==> config.mk <==
export PLATFORM = sky130hd
export DESIGN_NAME = bitclk_recover
export DESIGN_NICKNAME = d
export VERILOG_FILES = /design/src/rtl/bcr_pkg.sv /design/src/rtl/bcr_edge_in.sv /design/src/rtl/bcr_phase_div.sv /design/src/rtl/bcr_data_retime.sv /design/src/rtl/bcr_lock_det.sv /design/src/rtl/bitclk_recover.sv
export SDC_FILE = /design/constraint.sdc
export NUM_CORES = 1
export LEC_CHECK = 0
export BUFFER_PORTS_ARGS = -buffer_cell sky130_fd_sc_hd__buf_4
export CORE_AREA = 2 2 54 56
export CTS_CLUSTER_DIAMETER = 50
export CTS_CLUSTER_SIZE = 14
export DETAILED_ROUTE_END_ITERATION = 8
export DIE_AREA = 0 0 56 58
export PLACE_DENSITY = 0.71
export REMOVE_ABC_BUFFERS = 1
export SYNTH_ARGS = -nofsm -noshare
export SYNTH_HDL_FRONTEND = slang
export SYNTH_SLANG_ARGS = --single-unit
==> constraint.sdc <==
create_clock -name clk_ref -period 0.8 [get_ports clk_ref]
set_input_delay 0.04 -clock clk_ref [delete_from_list [all_inputs] [get_ports clk_ref]]
set_output_delay 0.04 -clock clk_ref [all_outputs]
set_load 0.02 [all_outputs]
==> src/rtl/bcr_pkg.sv <==
package bcr_pkg;
  typedef enum logic [1:0] {
    PH_NONE   = 2'd0,
    PH_EARLY  = 2'd1,
    PH_CENTRE = 2'd2,
    PH_LATE   = 2'd3
  } phase_e;
endpackage

==> src/rtl/bcr_edge_in.sv <==
module bcr_edge_in (
  input  logic clk,
  input  logic rst_ni,
  input  logic pos_i,
  input  logic neg_i,
  output logic pos_o,
  output logic neg_o,
  output logic edge_o
);
  logic pos_q, neg_q, lvl_qq;
  logic pos_d, neg_d, lvl_d;

  always_comb begin
    pos_d = pos_i;
    neg_d = neg_i;
    lvl_d = pos_q | neg_q;
  end

  always_ff @(posedge clk or negedge rst_ni) begin
    if (!rst_ni) begin
      pos_q  <= 1'b0;
      neg_q  <= 1'b0;
      lvl_qq <= 1'b0;
    end else begin
      pos_q  <= pos_d;
      neg_q  <= neg_d;
      lvl_qq <= lvl_d;
    end
  end

  assign pos_o  = pos_q;
  assign neg_o  = neg_q;
  assign edge_o = (pos_q | neg_q) & ~lvl_qq;

  // a detected edge is a single-cycle event
  p_edge_single_r3: assert property (@(posedge clk) disable iff (!rst_ni)
    edge_o |=> !edge_o);
endmodule

==> src/rtl/bcr_phase_div.sv <==
module bcr_phase_div
  import bcr_pkg::*;
#(
  parameter int NOM_DIV = 12,
  parameter int CENTRE  = 3,
  parameter int CW      = $clog2(NOM_DIV + 2)
) (
  input  logic          clk,
  input  logic          rst_ni,
  input  logic          edge_i,
  output logic [CW-1:0] cnt_o,
  output logic          win_last_o,
  output logic          win_edge_o,
  output logic          win_good_o
);
  localparam logic [CW-1:0] END_SHORT = CW'(NOM_DIV - 2);
  localparam logic [CW-1:0] END_NOM   = CW'(NOM_DIV - 1);
  localparam logic [CW-1:0] END_LONG  = CW'(NOM_DIV);
  localparam logic [CW-1:0] C_POS     = CW'(CENTRE);
  localparam logic [CW-1:0] C_LO      = CW'(CENTRE - 1);
  localparam logic [CW-1:0] C_HI      = CW'(CENTRE + 1);

  logic [CW-1:0] cnt_q, cnt_d;
  logic [CW-1:0] end_q, end_d;
  logic          seen_q, seen_d;
  logic          good_q, good_d;
  logic          first_edge, last;
  logic [CW-1:0] end_pick, end_now;
  logic          good_pick;
  phase_e        phase;

  always_comb begin
    first_edge = edge_i & ~seen_q;
    if (!first_edge)         phase = PH_NONE;
    else if (cnt_q < C_POS)  phase = PH_EARLY;
    else if (cnt_q > C_POS)  phase = PH_LATE;
    else                     phase = PH_CENTRE;

    unique case (phase)
      PH_EARLY: end_pick = END_SHORT;
      PH_LATE:  end_pick = END_LONG;
      default:  end_pick = END_NOM;
    endcase
    good_pick = first_edge && (cnt_q >= C_LO) && (cnt_q <= C_HI);

    end_now = seen_q ? end_q : end_pick;
    last    = (cnt_q == end_now);

    cnt_d  = last ? '0 : cnt_q + 1'b1;
    seen_d = last ? 1'b0 : (seen_q | edge_i);
    end_d  = first_edge ? end_pick : end_q;
    good_d = last ? 1'b0 : (seen_q ? good_q : good_pick);
  end

  always_ff @(posedge clk or negedge rst_ni) begin
    if (!rst_ni) begin
      cnt_q  <= '0;
      end_q  <= END_NOM;
      seen_q <= 1'b0;
      good_q <= 1'b0;
    end else begin
      cnt_q  <= cnt_d;
      end_q  <= end_d;
      seen_q <= seen_d;
      good_q <= good_d;
    end
  end

  assign cnt_o      = cnt_q;
  assign win_last_o = last;
  assign win_edge_o = seen_q | edge_i;
  assign win_good_o = seen_q ? good_q : good_pick;

  // the counter never passes the longest window
  p_cnt_range_r1: assert property (@(posedge clk) disable iff (!rst_ni)
    cnt_q <= END_LONG);
  // inside a window the counter steps by one
  p_cnt_step_r1: assert property (@(posedge clk) disable iff (!rst_ni)
    (cnt_q != '0) |-> (cnt_q == $past(cnt_q) + 1'b1));
  // a short window can only close after an edge
  p_short_needs_edge_r3: assert property (@(posedge clk) disable iff (!rst_ni)
    (last && cnt_q == END_SHORT) |-> win_edge_o);
endmodule

==> src/rtl/bcr_data_retime.sv <==
module bcr_data_retime #(
  parameter int SAMPLE_AT = 6,
  parameter int CW        = 4
) (
  input  logic          clk,
  input  logic          rst_ni,
  input  logic [CW-1:0] cnt_i,
  input  logic          win_last_i,
  input  logic          pos_i,
  input  logic          neg_i,
  output logic          rpos_o,
  output logic          rneg_o
);
  localparam logic [CW-1:0] SAMP_CNT = CW'(SAMPLE_AT);

  logic [1:0] samp_q, samp_d;
  logic [1:0] out_q, out_d;
  logic       samp_en;

  always_comb begin
    samp_en = (cnt_i == SAMP_CNT);
    samp_d  = samp_en ? {pos_i, neg_i} : samp_q;
    out_d   = win_last_i ? samp_q : out_q;
  end

  always_ff @(posedge clk or negedge rst_ni) begin
    if (!rst_ni) begin
      samp_q <= 2'b00;
      out_q  <= 2'b00;
    end else begin
      samp_q <= samp_d;
      out_q  <= out_d;
    end
  end

  assign rpos_o = out_q[1];
  assign rneg_o = out_q[0];

  // outputs only move at a window boundary
  p_hold_r5: assert property (@(posedge clk) disable iff (!rst_ni)
    !win_last_i |=> $stable(out_q));
endmodule

==> src/rtl/bcr_lock_det.sv <==
module bcr_lock_det #(
  parameter int LOCK_BITS = 32,
  parameter int LW        = $clog2(LOCK_BITS + 1)
) (
  input  logic clk,
  input  logic rst_ni,
  input  logic rate_i,
  input  logic carrier_loss_i,
  input  logic win_last_i,
  input  logic win_edge_i,
  input  logic win_good_i,
  output logic locked_o
);
  localparam logic [LW-1:0] RUN_MAX = LW'(LOCK_BITS);

  logic [LW-1:0] run_q, run_d;
  logic          lock_q, lock_d;
  logic          rate_q;
  logic          clear, judge;

  always_comb begin
    clear  = carrier_loss_i | (rate_i != rate_q);
    judge  = win_last_i & win_edge_i & ~lock_q;
    run_d  = run_q;
    lock_d = lock_q;
    if (clear) begin
      run_d  = '0;
      lock_d = 1'b0;
    end else if (judge) begin
      if (win_good_i) begin
        run_d = run_q + 1'b1;
        if (run_q + 1'b1 == RUN_MAX) lock_d = 1'b1;
      end else begin
        run_d = '0;
      end
    end
  end

  always_ff @(posedge clk or negedge rst_ni) begin
    if (!rst_ni) begin
      run_q  <= '0;
      lock_q <= 1'b0;
      rate_q <= 1'b0;
    end else begin
      run_q  <= run_d;
      lock_q <= lock_d;
      rate_q <= rate_i;
    end
  end

  assign locked_o = lock_q;

  // carrier loss removes lock on the next edge
  p_loss_drops_r7: assert property (@(posedge clk) disable iff (!rst_ni)
    carrier_loss_i |=> !locked_o);
  // a rate change removes lock on the next edge
  p_rate_drops_r8: assert property (@(posedge clk) disable iff (!rst_ni)
    (rate_i != rate_q) |=> !locked_o);
  // lock only rises at the close of a centred window
  p_lock_rise_r6: assert property (@(posedge clk) disable iff (!rst_ni)
    $rose(locked_o) |-> $past(win_last_i && win_good_i && !carrier_loss_i));
endmodule

==> src/rtl/bitclk_recover.sv <==
module bitclk_recover #(
  parameter int NOM_DIV   = 12,
  parameter int LOCK_BITS = 32
) (
  input  logic clk_ref,
  input  logic rst_n,
  input  logic line_pos,
  input  logic line_neg,
  input  logic rate_e1,
  input  logic carrier_loss,
  output logic rclk_en,
  output logic rclk,
  output logic rpos,
  output logic rneg,
  output logic locked
);
  localparam int CW        = $clog2(NOM_DIV + 2);
  localparam int HALF      = NOM_DIV / 2;
  localparam int CENTRE    = NOM_DIV / 4;
  localparam int SAMPLE_AT = NOM_DIV / 2;

  logic [1:0]    rst_sync_q;
  logic          rst_s_n;
  logic          pos_r, neg_r, edge_r;
  logic [CW-1:0] cnt;
  logic          win_last, win_edge, win_good;

  always_ff @(posedge clk_ref or negedge rst_n) begin
    if (!rst_n) rst_sync_q <= 2'b00;
    else        rst_sync_q <= {rst_sync_q[0], 1'b1};
  end
  assign rst_s_n = rst_sync_q[1];

  bcr_edge_in u_edge (
    .clk    (clk_ref),
    .rst_ni (rst_s_n),
    .pos_i  (line_pos),
    .neg_i  (line_neg),
    .pos_o  (pos_r),
    .neg_o  (neg_r),
    .edge_o (edge_r)
  );

  bcr_phase_div #(.NOM_DIV(NOM_DIV), .CENTRE(CENTRE), .CW(CW)) u_div (
    .clk        (clk_ref),
    .rst_ni     (rst_s_n),
    .edge_i     (edge_r),
    .cnt_o      (cnt),
    .win_last_o (win_last),
    .win_edge_o (win_edge),
    .win_good_o (win_good)
  );

  bcr_data_retime #(.SAMPLE_AT(SAMPLE_AT), .CW(CW)) u_data (
    .clk        (clk_ref),
    .rst_ni     (rst_s_n),
    .cnt_i      (cnt),
    .win_last_i (win_last),
    .pos_i      (pos_r),
    .neg_i      (neg_r),
    .rpos_o     (rpos),
    .rneg_o     (rneg)
  );

  bcr_lock_det #(.LOCK_BITS(LOCK_BITS)) u_lock (
    .clk            (clk_ref),
    .rst_ni         (rst_s_n),
    .rate_i         (rate_e1),
    .carrier_loss_i (carrier_loss),
    .win_last_i     (win_last),
    .win_edge_i     (win_edge),
    .win_good_i     (win_good),
    .locked_o       (locked)
  );

  assign rclk_en = (cnt == '0);
  assign rclk    = (cnt < CW'(HALF));

  // the clock is high at every window start
  p_clk_shape_r2: assert property (@(posedge clk_ref) disable iff (!rst_s_n)
    rclk_en |-> rclk);
  // first cycle after reset release starts a window unlocked
  p_reset_state_r9: assert property (@(posedge clk_ref)
    !rst_s_n |=> (rclk_en && !locked && !rpos && !rneg));
endmodule

==> qor.yml, run 1 <==
status:
  status: "finished, violations left"
  violations: "setup timing"
finish:
  fillers: 187
  syn_to_final_growth_pct: 52.4
  final_common_cell: "buf_4"
  stdcell_area_um2: 1980
  drive_gt1_share_pct: 48.9
  multi_input_area_um2: 671
  finalNetCount: 197
  n_antenna_cell: 0
  seq_area_um2: 653
  final_cell_mix: "buf_4, dfrtp_1, nor2_1"
synth:
  avgSynthCellArea_um2: 10.7
  synthMuxAreaShare_pct: 6.73
  synthCells: 122
  synth_top_family_by_area: "simple AND/OR/NAND/NOR gates"
  synth_seq_cells: 26
  synth_ff_type: "dfrtp_1"
  synth.area.top_cells: "dfrtp_1, nor2_1, dfstp_2"
  synth-xor-area-share_pct: 3.37
  ys_seq_area_share_pct: 50.2
  synth_cell_types: 40
  syn_area_um2: 1300
  ys.warnings.count: 0
  synth_compound_area_share_pct: 9.62
  synth_edf_count: 0
  synth_top_area_share_pct: 46.2
  yosys.area.top_type: "dfrtp_1"
  async_flop_share_pct: 100
  synth-simple-area-share_pct: 21.6
  synth_fa_ha_area_share_pct: 3.85
clock_network:
  clockRootBuffer: "clkbuf_4"
  cts_made_buffers: 3
  cts_max_level: 1
  clockBufferDepth: 2
  clkLatencyLatePin_ns: 0.33
  cts_tree: "done"
  cts.sinks: 26
  clkTransAtPathRegs_ns: 0.16
timing:
  setup_ws_ns: -1.17
  finalCritPeriodShare_pct: 246
  tns_ns: -20.30
  final_hold_viol_count: 0
  rsz0062_at_grt: "true"
  finalCriticalPeriod_ns: 1.97
  setup_viol: 26
  fin_skew_ns: 0.0200
  finalMaxSlewViolations: 0
  max_freq_mhz: 508
floorplanning:
  die_w_um: 56
  start_util_pct: 48.9
  io_pins: 11
  dieArea_um2: 3250
  core_um2: 2660
  placementRows: 19
  dieHeight_um: 58
setup_path:
  critPathArrivalTime_ns: 2.22
  end_kind: "register"
  critPathKind: "register to register"
  cp.required_ns: 1.05
  startpoint_type: "register"
  path_max_fanout: 5
power_and_ir_drop:
  finalPower_w: 0.00633
  power_density_nw_per_um2: 3190
  ir_drop_v: 0.00311
  internal_power_w: 0.00402
  comb_power_share_pct: 54.3
  pwr-share-clk_pct: 14.4
  swShare_pct: 36.6
  switchingPower_w: 0.00232
  pwr-share-seq_pct: 31.3
  p_leak_nw: 0.928
routing:
  wl_per_cell_um: 16.6
  num_vias: 1161
  wl_um: 3610
  drt_iter0_markers: 62
  via_per_inst: 5.35
  route.detailed.drc: 0
  ant_nets: 0
  dr.pass1.iters: 4
global_route:
  grt_start_max_net_pins: 25
  grt_overflow: 0
  grt_pass1_wl_um: 5980
  grt_pass1_vias: 1311
  antenna_found_initial: 0
  grt_use_total_pct: 23.8
placement:
  gp_congestion: 0.841
  io_buffers: 10
  place_area_um2: 1700
  post-place-ws_ns: -1.12
  hpwl_um: 2390
worst_hold_path:
  min_path_type: "input pin to async pin"
run:
  maxCapViolCount: 0
==> worst paths after layout <==
kind	start	to	slack [ns]	cells past startpoint
setup / recovery	u_edge.neg_o	u_lock.run_q[5]	-1.17	6
hold / removal	rst_n	rst_sync_q[0]	0.008	2
setup reg to reg	u_edge.neg_o	u_lock.run_q[5]	-1.17	6
hold reg to reg	rst_sync_q[1]	u_data.out_q[1]	0.22	1
max in group asynchronous	rst_sync_q[1]	u_div.end_q[1]	0.33	1
min in group clk_ref	carrier_loss	u_lock.run_q[0]	0.12	5
==> per-layer routing <==
| metal | routed length, µm | track usage (%) | vias to the layer above |
|---|---|---|---|
| li1 | - | - | 549 |
| met3 | 89 | 2.23 | 6 |
| met1 | 1420 | 27.6 | 580 |
| met4 | 51 | 4.76 | 0 |
| met5 | 0 | 0 | - |
| met2 | 2050 | 47.4 | 26 |
==> repair_timing <==
action | CTS | global route
pin swaps | 5 | 3
resized for setup | 26 | 7
endpoints found under the setup margin | 26 | 26
gates cloned | 0 | 0
hold endpoints to repair | 5 | 0
hold buffers | 4 | 0
buffers inserted | 6 | 3
==> through the flow <==
stage	hold WS (ns)	utilization [%]	std cells
3_5_place_dp	-0.176	63.9	200
3_3_place_gp	-0.178	63.9	200
4_1_cts	0.0147	72.9	214
6_report	0.00755	74.5	217
5_1_grt	0.0260	74.5	217
2_1_floorplan	-0.256	-	118
==> power groups by stage <==
stage	Combinational (W)	Clock, W	Sequential, W
finish	0.00344	0.000912	0.00198
global route	0.00368	0.000969	0.00203
CTS	0.00314	0.000915	0.00196
detailed placement	0.00262	0	0.00197
global placement	0.00252	0	0.00195
floorplan	0.00128	0	0.00206
==> cell usage after synthesis, types with 2 or more instances <==
| master | n |
|---|---|
| and2_1 | 2 |
| nand2_1 | 12 |
| and3_1 | 2 |
| nand3_1 | 7 |
| o31ai_1 | 2 |
| buf_6 | 2 |
| mux2i_1 | 2 |
| nand4_1 | 3 |
| nand3_4 | 2 |
| nor2_1 | 15 |
| dfrtp_1 | 24 |
| ha_1 | 4 |
| o21ai_0 | 5 |
| dfstp_2 | 2 |
| xnor2_1 | 3 |
| inv_1 | 4 |
| xor2_1 | 2 |
| o211ai_1 | 2 |
| a22oi_1 | 2 |
| a21oi_1 | 2 |
| mux2_2 | 4 |
==> worst max-delay path, cell delays in order (launching register included) <==
cell     delay, ns
dfrtp_1       0.44
o21ba_2       0.24
or4_4         0.43
nand3_4       0.10
nand3_4       0.09
or4b_1        0.50
o21ai_1       0.08
==> registers in the layout, indices dropped and copies added (netlist names) <==
name	count
u_div.end_q	3
u_lock.run_q	6
u_div.cnt_o	4
u_data.out_q	2
u_div.seen_q	1
rst_sync_q	2
u_div.good_q	1
u_edge.pos_o	1
u_edge.lvl_qq	1
u_data.samp_q	2
u_lock.locked_o	1
u_edge.neg_o	1
u_lock.rate_q	1
==> layout make-up <==
class	count	area share [%]
inverter	5	1.20
multi-input combinational	87	33.8
sequential	26	32.9
clock inverter	1	1.51
tap	31	1.96
timing repair buffer	64	27.4
clock buffer	3	1.14
==> kinds of logic after synthesis <==
| kind of cell | Yosys count |
|---|---|
| xor gates and xnor gates | 5 |
| and+or+nand+nor | 52 |
| muxes | 7 |
| adders and majority gates | 4 |
| other | 1 |
| DFF | 26 |
| buffers and inverters | 9 |
| AOI/OAI and AO/OA | 18 |
Note: power is estimated with default switching activity, not from simulation.
==> inputs of run 2 (changes only) <==
--- a/config.mk
+++ b/config.mk
@@ -6,12 +6,12 @@
 export NUM_CORES = 1
 export LEC_CHECK = 0
 export BUFFER_PORTS_ARGS = -buffer_cell sky130_fd_sc_hd__buf_4
-export CORE_AREA = 2 2 54 56
+export CORE_AREA = 2 2 64 66
 export CTS_CLUSTER_DIAMETER = 50
 export CTS_CLUSTER_SIZE = 14
 export DETAILED_ROUTE_END_ITERATION = 8
-export DIE_AREA = 0 0 56 58
-export PLACE_DENSITY = 0.71
+export DIE_AREA = 0 0 66 68
+export PLACE_DENSITY = 0.54
 export REMOVE_ABC_BUFFERS = 1
 export SYNTH_ARGS = -nofsm -noshare
 export SYNTH_HDL_FRONTEND = slang
==> qor.yml, run 2 (same netlist as run 1, synthesis figures left out) <==
finish:
  drive_gt1_share_pct: 51.6  # +2.7 points
  seq_area_um2: 654  # +0.19%
  fin_util_pct: 52.7  # -22 points
  n_antenna_cell: 0  # unchanged
  multi_input_area_um2: 699  # +4.3%
  fin_cells: 232  # +6.9%
  final_cell_mix: "buf_4, dfrtp_1, buf_6"
  fillers: 357  # +91%
  stdcell_area_um2: 2030  # +2.4%
  syn_to_final_growth_pct: 56.1
  regMostFlops: "u_lock.run_q"
  finalNetCount: 193  # -2.0%
  final_common_cell: "buf_4"
  largest_reg_flops: 6  # unchanged
power_and_ir_drop:
  comb_power_share_pct: 51.3  # -3.0 points
  p_leak_nw: 0.929  # about the same
  internal_power_w: 0.00409  # +1.9%
  power_density_nw_per_um2: 3120  # -2.2%
  pwr-share-seq_pct: 31.2  # about the same
  ir_drop_v: 0.00116  # -63%
  switchingPower_w: 0.00225  # -2.9%
  swShare_pct: 35.5  # -1.1 points
  pwr-share-clk_pct: 17.5  # +3.1 points
setup_path:
  end_kind: "register"
  crit_buf_inv: 1  # +1
  critPathArrivalTime_ns: 2.11  # -0.11 ns
  crit_slowest_cell: "or4_4"
  r2r_cells: 7  # +1
  critPathKind: "register to register"
  cpPeakStageDelay_ns: 0.43  # -0.07 ns
  startpoint_type: "register"
  cp.required_ns: 0.98  # -0.07 ns
  cp_cell_sequence: "o21ba_2, or4_4, nand3_4, nand3_4, buf_12, or2_4, o41ai_2"
  path_max_fanout: 6  # +1
  r2r_slack_ns: -1.13  # +0.04 ns
  critPathTopFamily: "simple AND/OR/NAND/NOR gates"
  cp.depth: 7  # +1
  cpMostUsedCell: "nand3_4"
routing:
  dr.pass1.iters: 2  # -2
  drt_iter0_markers: 25  # -60%
  ant_nets: 0  # unchanged
  wl_per_cell_um: 13.7  # -18%
  num_vias: 1094  # -5.8%
  via_per_inst: 4.72  # -12%
  wl_um: 3180  # -12%
  route.detailed.drc: 0  # unchanged
clock_network:
  clkTransAtPathRegs_ns: 0.10  # -0.06 ns
  cts_made_buffers: 3  # unchanged
  cts_max_level: 1  # unchanged
  clockBufferDepth: 2  # unchanged
  cts.sinks: 26  # unchanged
  cts_tree: "done"
  clockRootBuffer: "clkbuf_8"
  clkLatencyLatePin_ns: 0.28  # -0.05 ns
global_route:
  grt_use_total_pct: 16.3  # -7.4 points
  antenna_found_initial: 0  # unchanged
  grt_pass1_vias: 1182  # -9.8%
  grt_start_max_net_pins: 16  # -36%
  grt_pass1_wl_um: 5460  # -8.6%
  grt_overflow: 0  # unchanged
timing:
  tns_ns: -18.64  # +1.66 ns
  setup_ws_ns: -1.13  # +0.0417 ns
  finalCriticalPeriod_ns: 1.93  # -0.0417 ns
  fin_skew_ns: 0.00757  # -0.0124 ns
  final_hold_viol_count: 0  # unchanged
  finalMaxSlewViolations: 0  # unchanged
  max_freq_mhz: 519  # +2.2%
  setup_viol: 26  # unchanged
  rsz0062_at_grt: "true"
  finalCritPeriodShare_pct: 241  # -5.2 points
run:
  maxCapViolCount: 0  # unchanged
floorplanning:
  io_pins: 11  # unchanged
  placementRows: 23  # +4
  core_um2: 3860  # +45%
  die_w_um: 66  # +18%
  dieArea_um2: 4490  # +38%
  dieHeight_um: 68  # +17%
  start_util_pct: 33.7  # -15 points
placement:
  io_buffers: 10  # unchanged
  hpwl_um: 2180  # -8.5%
  gp_congestion: 0.767  # -8.8%
  post-place-ws_ns: -1.14  # -0.0147 ns
  dp.cells: 213  # +6.5%
  place_area_um2: 1670  # -2.0%
status:
  status: "finished, violations left"
  violations: "setup timing"
worst_hold_path:
  min_path_type: "input pin to async pin"
-- run 2: worst reg2reg max path, delay by kind of cell (launching register included) --
kind            cells  cell delay [ns]
compound gates      2             0.42
simple gates        4             0.86
flops               1             0.41
buf+inv             1             0.14
-- run 2: area by class of cell --
class,count,share of cell area (%)
Tap cell,50,3.08
Clock buffer,3,2.03
Inverter,5,1.05
Multi-Input combinational cell,87,34.4
Timing Repair Buffer,60,25.7
Clock inverter,1,1.48
Sequential cell,26,32.2
-- run 2: power groups by stage --
stage	logic (W)	clock network [W]	registers (W)
after floorplan	0.00128	0	0.00206
after global placement	0.00228	0	0.00194
after detailed placement	0.00234	0	0.00196
after CTS	0.00294	0.00114	0.00195
after global routing	0.00355	0.00119	0.00201
final	0.00325	0.00111	0.00198
-- run 2: repair_timing --
action / 4_1_cts / 5_1_grt
setup endpoints to repair: 26 / 26
hold buffers: 4 / 0
gates resized for setup: 30 / 14
pin swaps: 4 / 3
endpoints found under the hold margin: 5 / 0
setup buffers: 7 / 6
-- run 2: per-layer routing --
| metal | global-route usage, % | share of wire (%) | routed length (µm) |
|---|---|---|---|
| met5 | 0 | 0 | 0 |
| met4 | 5.36 | 1.4 | 44 |
| met3 | 2.80 | 2.2 | 69 |
| met2 | 29.9 | 54 | 1720 |
| met1 | 19.4 | 42 | 1340 |
-- run 2: stage by stage --
step | hold WS (ns) | power [W]
after global routing | 0.0834 | 0.00675
after global placement | -0.178 | 0.00422
after CTS | 0.0639 | 0.00603
after floorplan | -0.256 | 0.00334
final | 0.0716 | 0.00634
after detailed placement | -0.176 | 0.00429
-- run 2: path summary, 6_finish.rpt --
| path | from | endpoint |
|---|---|---|
| worst max-delay path | u_edge.neg_o | u_lock.run_q[2] |
| worst min-delay path | rst_n | rst_sync_q[0] |
| worst max register to register | u_edge.neg_o | u_lock.run_q[2] |
| worst min register to register | rst_sync_q[1] | u_lock.rate_q |
| max in group asynchronous | rst_sync_q[1] | u_div.end_q[0] |
| min in group clk_ref | carrier_loss | u_lock.run_q[0] |
